File: src/rtl/rps_pkg.sv
package rps_pkg;
  // Output is bypassed when forced, or when autobypass is on and loop unlocked.
  function automatic logic path_bypassed(logic force_b, logic auto_b, logic locked);
    return force_b | (auto_b & ~locked);
  endfunction

  // Static level driven while the retimed path is muted.
  function automatic logic muted_level();
    return 1'b0;
  endfunction
endpackage

File: src/rtl/rps_in_mux.sv
module rps_in_mux #(
  parameter int N_IN  = 4,
  parameter int SEL_W = $clog2(N_IN)
) (
  input  logic             clk,
  input  logic             rst_n,
  input  logic [N_IN-1:0]  ser_in,
  input  logic [SEL_W-1:0] in_sel,
  output logic             samp,
  output logic [SEL_W-1:0] samp_sel
);
  always_ff @(posedge clk or negedge rst_n) begin
    if (!rst_n) begin
      samp     <= 1'b0;
      samp_sel <= '0;
    end else begin
      samp     <= ser_in[in_sel];
      samp_sel <= in_sel;
    end
  end

  for (genvar i = 0; i < N_IN; i++) begin : g_pick
    // the registered bit comes from the input the select named
    a_r1_pick: assert property (@(posedge clk) disable iff (!rst_n)
      (in_sel == SEL_W'(i)) |=> (samp == $past(ser_in[i])));
  end
endmodule

File: src/rtl/rps_los_det.sv
module rps_los_det #(
  parameter int SEL_W      = 2,
  parameter int LOS_CYCLES = 16
) (
  input  logic             clk,
  input  logic             rst_n,
  input  logic             samp,
  input  logic [SEL_W-1:0] samp_sel,
  output logic             los
);
  localparam int CNT_W = (LOS_CYCLES > 2) ? $clog2(LOS_CYCLES) : 1;
  localparam logic [CNT_W-1:0] LAST = CNT_W'(LOS_CYCLES - 1);

  logic             prev;
  logic [SEL_W-1:0] prev_sel;
  logic [CNT_W-1:0] quiet_cnt;
  logic             seen_toggle;
  logic             seen_reselect;
  logic             restart;

  assign seen_toggle   = (samp != prev);
  assign seen_reselect = (samp_sel != prev_sel);
  assign restart       = seen_toggle | seen_reselect;

  always_ff @(posedge clk or negedge rst_n) begin
    if (!rst_n) begin
      prev      <= 1'b0;
      prev_sel  <= '0;
      quiet_cnt <= '0;
      los       <= 1'b0;
    end else begin
      prev     <= samp;
      prev_sel <= samp_sel;
      if (restart) begin
        quiet_cnt <= '0;
        los       <= 1'b0;
      end else if (quiet_cnt == LAST) begin
        los <= 1'b1;
      end else begin
        quiet_cnt <= quiet_cnt + 1'b1;
      end
    end
  end

  // a transition clears the flag on the next edge
  a_r3_toggle_clears: assert property (@(posedge clk) disable iff (!rst_n)
    seen_toggle |=> !los);
  // a select change clears the flag on the next edge
  a_r4_reselect_clears: assert property (@(posedge clk) disable iff (!rst_n)
    seen_reselect |=> !los);
  // the flag rises only after the counter reached its limit with no restart
  a_r2_rise_at_limit: assert property (@(posedge clk) disable iff (!rst_n)
    $rose(los) |-> ($past(quiet_cnt) == LAST));
endmodule

File: src/rtl/rps_out_sel.sv
module rps_out_sel
  import rps_pkg::*;
(
  input  logic clk,
  input  logic rst_n,
  input  logic samp,
  input  logic retimed_bit,
  input  logic force_bypass,
  input  logic auto_bypass,
  input  logic pll_locked,
  input  logic mute,
  output logic data_out,
  output logic bypass_on
);
  logic byp_now;
  logic retimed_path;

  assign byp_now      = path_bypassed(force_bypass, auto_bypass, pll_locked);
  assign retimed_path = mute ? muted_level() : retimed_bit;

  always_ff @(posedge clk or negedge rst_n) begin
    if (!rst_n) begin
      data_out  <= 1'b0;
      bypass_on <= 1'b0;
    end else begin
      data_out  <= byp_now ? samp : retimed_path;
      bypass_on <= byp_now;
    end
  end

  // forced bypass wins over everything
  a_r5_force_wins: assert property (@(posedge clk) disable iff (!rst_n)
    force_bypass |=> (bypass_on && data_out == $past(samp)));
  // autobypass with unlocked loop bypasses
  a_r6_auto_unlocked: assert property (@(posedge clk) disable iff (!rst_n)
    (auto_bypass && !pll_locked) |=> bypass_on);
  // mute on retimed path gives logic 0
  a_r8_mute_zero: assert property (@(posedge clk) disable iff (!rst_n)
    (!force_bypass && !(auto_bypass && !pll_locked) && mute) |=> (!bypass_on && !data_out));
  // mute cannot disturb bypassed data
  a_r9_mute_ignored: assert property (@(posedge clk) disable iff (!rst_n)
    (bypass_on) |-> (data_out == $past(samp)));
endmodule

File: src/rtl/rclk_path_sel.sv
module rclk_path_sel #(
  parameter int N_IN       = 4,
  parameter int LOS_CYCLES = 16,
  localparam int SEL_W     = $clog2(N_IN)
) (
  input  logic             clk,
  input  logic             rst_n,
  input  logic [N_IN-1:0]  ser_in,
  input  logic [SEL_W-1:0] in_sel,
  input  logic             force_bypass,
  input  logic             auto_bypass,
  input  logic             mute,
  input  logic             pll_locked,
  input  logic             retimed_bit,
  input  logic             rec_clk,
  input  logic             clk_out_en,
  output logic             sel_bit,
  output logic             data_out,
  output logic             los,
  output logic             bypass_on,
  output logic             clk_out
);
  logic [SEL_W-1:0] samp_sel;

  rps_in_mux #(.N_IN(N_IN), .SEL_W(SEL_W)) u_mux (
    .clk(clk), .rst_n(rst_n), .ser_in(ser_in), .in_sel(in_sel),
    .samp(sel_bit), .samp_sel(samp_sel));

  rps_los_det #(.SEL_W(SEL_W), .LOS_CYCLES(LOS_CYCLES)) u_los (
    .clk(clk), .rst_n(rst_n), .samp(sel_bit), .samp_sel(samp_sel), .los(los));

  rps_out_sel u_out (
    .clk(clk), .rst_n(rst_n), .samp(sel_bit), .retimed_bit(retimed_bit),
    .force_bypass(force_bypass), .auto_bypass(auto_bypass),
    .pll_locked(pll_locked), .mute(mute),
    .data_out(data_out), .bypass_on(bypass_on));

  assign clk_out = rec_clk & clk_out_en;

  // disabled clock output stays low
  a_r10_clk_gate: assert property (@(posedge clk) disable iff (!rst_n)
    !clk_out_en |-> !clk_out);
  // outputs sit at 0 right after reset
  a_r11_reset_state: assert property (@(posedge clk)
    !rst_n |-> (!data_out && !bypass_on && !los && !sel_bit));
endmodule

File: config.mk
export PLATFORM = sky130hd
export DESIGN_NAME = rclk_path_sel
export DESIGN_NICKNAME = d
export VERILOG_FILES = /design/src/rtl/rps_pkg.sv /design/src/rtl/rps_in_mux.sv /design/src/rtl/rps_los_det.sv /design/src/rtl/rps_out_sel.sv /design/src/rtl/rclk_path_sel.sv
export SDC_FILE = /design/constraint.sdc
export NUM_CORES = 1
export LEC_CHECK = 0
export ABC_AREA = 1
export CORE_MARGIN = 2
export CORE_UTILIZATION = 40
export DETAILED_ROUTE_END_ITERATION = 16
export GPL_TIMING_DRIVEN = 0
export PLACE_DENSITY_LB_ADDON = 0.2
export SLEW_MARGIN = 15
export SYNTH_ARGS = -nofsm -noshare
export SYNTH_HDL_FRONTEND = slang
export SYNTH_SLANG_ARGS = --single-unit
File: constraint.sdc
create_clock -name clk -period 2.01 [get_ports clk]
set_clock_uncertainty 0.2 [all_clocks]
set_input_delay 0.3015 -clock clk [delete_from_list [all_inputs] [get_ports clk]]
set_output_delay 0.3015 -clock clk [all_outputs]
set_load 0.01 [all_outputs]
==> run metrics, run 1 <==
run status=complete, no violations; WP depth=4; slowest stage delay, CP=0.53 ns; synthesized area=596 µm²; Worst Hold Class=in2async; initial antenna violation count=0; vias in the first global route=439; CTS tree=yes; largest net degree at the start of global routing=14; crit-path leading delay family=buffers and inverters; startpoint class of the critical path=input pin; slew margin rel.=61.5%; Placeable Area=1350 µm²; Routed Antenna Nets=0; most used cell, CP=clkdlybuf4s50_1; Crit path required time=1.51 ns; most frequent cells in the layout=clkdlybuf4s50_1, dfrtp_1, nand2_1, inv_1, nand4_1; Initial Util=44.1%; EDFF count, synth=0; Yosys warnings=0; via/cell ratio=4.75; Post-synth top flop=dfrtp_1; placed inst area=805 µm²; path type of the worst setup path=in2out; pre-CTS setup slack=0.122 ns; die area=1810 µm²; critical path fanouts, max=1; Pre-Repair DR Iteration Count=4; share of cells above drive strength 1=13.4%; PD cells=651 nW/µm²; drt total wl=1.00 mm; Routed wire per std cell=10.4 µm; Final Hold Vio Count=0; first-pass GRT wire length=1.82 mm; RSZ-0062 raised after global routing=false; placed insts=93; post-synthesis sequential element count=13; total power=541 µW; Mapped Cells=59; Unique masters post-synth=18; maximum capacitance violations=0; Post-CTS Hold Buffers=0; Area Growth Syn to Fin=39.5%; most common cell after layout, fill and taps aside=clkdlybuf4s50_1; area leader, netlist=dfrtp_1; final net count=99; syn nets=75; later-pin clock latency in the skew report=0.27 ns; period utilization=93.9%; I/O pin cnt=20; Leak=0.411 nW; Syn Area/Cell=10.1 µm²; CTS sink cnt=13; max-slew violations=0; Root Buffer=clkbuf_4; die height=42.6 µm; Worst setup EP type=output port; worst path bufs/invs=3; Post-synth ARST share=100%; Final Non-Filler Cells=97; H-tree depth=1; n_diodes=0; min Tclk post-route=1.89 ns; Total Routing Usage GR=13.5%; post-synthesis sequential area ratio=54.6%; top post-synthesis cells by area=dfrtp_1, nand2_1, inv_1; DR iter-0 viols=8; Std-Cell Rows=13; critical path cell sequence=clkdlybuf4s50_1, nand2_1, inv_1, clkdlybuf4s50_1; Slew @ Worst Pin=0.576 ns; post-CTS setup buffers=0; Slowest-stage cell, CP=clkdlybuf4s50_1; total CTS buffers=3; Final WS setup=0.123 ns; DP HPWL=832 µm; grt total ovfl=0; total number of vias=461; Die Wd=42.6 µm; fin area=831 µm²; Peak supply drop=0.287 mV; Setup TNS=0 ns; IO Port Bufs=19; r2r worst-path depth=5; DRC viols=0; Synth top area share=54.6%; cts repair resizes=0; Routability Congestion=0.649; clock buffer depth=2; Final setup viols=0; fmax=530 MHz; Clk pin slew, worst setup/hold paths=0.08 ns; Worst EP arrival=1.39 ns
==> state kept, by name, summed over array words and instances (netlist names) <==
name,cells
u_los.quiet_cnt,4
u_los.prev_sel,2
u_mux.samp_sel,2
u_los.los,1
u_los.prev,1
u_mux.samp,1
u_out.bypass_on,1
u_out.data_out,1
==> synth_stat cells (all sizes together), types with 2 or more instances <==
cell	number
a21oi	4
dfrtp	13
inv	11
nand2	15
nand3	2
nand4	4
nor2	4
==> cell families after synthesis <==
family,Yosys count,synth area share (%)
compound gates,7,7.98
flops,13,54.6
xor+xnor,1,2.73
buf+inv,11,6.93
fa+ha+maj,1,2.10
simple gates,26,25.6
==> routing by layer <==
layer / routed length (µm) / track usage, % / vias to the layer above
met5: 0 / 0 / -
met4: 0 / 5.63 / 0
met3: 50 / 3.02 / 0
met2: 511 / 22.2 / 11
met1: 443 / 16.9 / 214
li1: - / - / 236
==> per-stage QoR <==
stage	util (%)	hold WS (ns)
2_1_floorplan	-	-0.194
3_3_place_gp	59.6	0.194
3_5_place_dp	59.6	0.197
4_1_cts	61.5	0.205
5_1_grt	61.5	0.228
6_report	61.5	0.198
==> worst register-to-register path: cells and delay by family, from the launching register on <==
kind,cells,cell delay (ns)
AND/OR/NAND/NOR,3,0.29
adder cells (fa/ha/maj),1,0.25
flip-flops,1,0.42
buffers and inverters,1,0.08
==> power breakdown <==
group	switching, mW	internal (mW)
clock network	0.0809	0.0767
logic	0.0436	0.0537
registers	0.0104	0.275
total	0.135	0.406
==> final timing paths <==
kind,from,to,slack (ns)
max,rec_clk,clk_out,0.12
min,rst_n,u_los.quiet_cnt[1],0.20
max reg2reg,u_los.quiet_cnt[0],u_los.quiet_cnt[1],0.67
min reg2reg,u_mux.samp_sel[0],u_los.prev_sel[0],0.21
max in group asynchronous,rst_n,u_los.prev,1.04
min in group clk,u_mux.samp_sel[0],u_los.prev_sel[0],0.21
==> cell type report <==
type | instances | area [µm²]
inverters | 11 | 41.3
well taps | 15 | 18.8
clock buffers | 4 | 26.3
flip-flops and latches | 13 | 325
multi-input cells | 35 | 229
fillers | 119 | 519
repair buffers | 19 | 190
(Power assumes the default switching activity.)
==> run 2: changes to the inputs <==
Settings changed: CAP_MARGIN set to 20.
==> results of run 2 <==
Same layout as run 1: the final DEF is identical, and so are final timing and power.
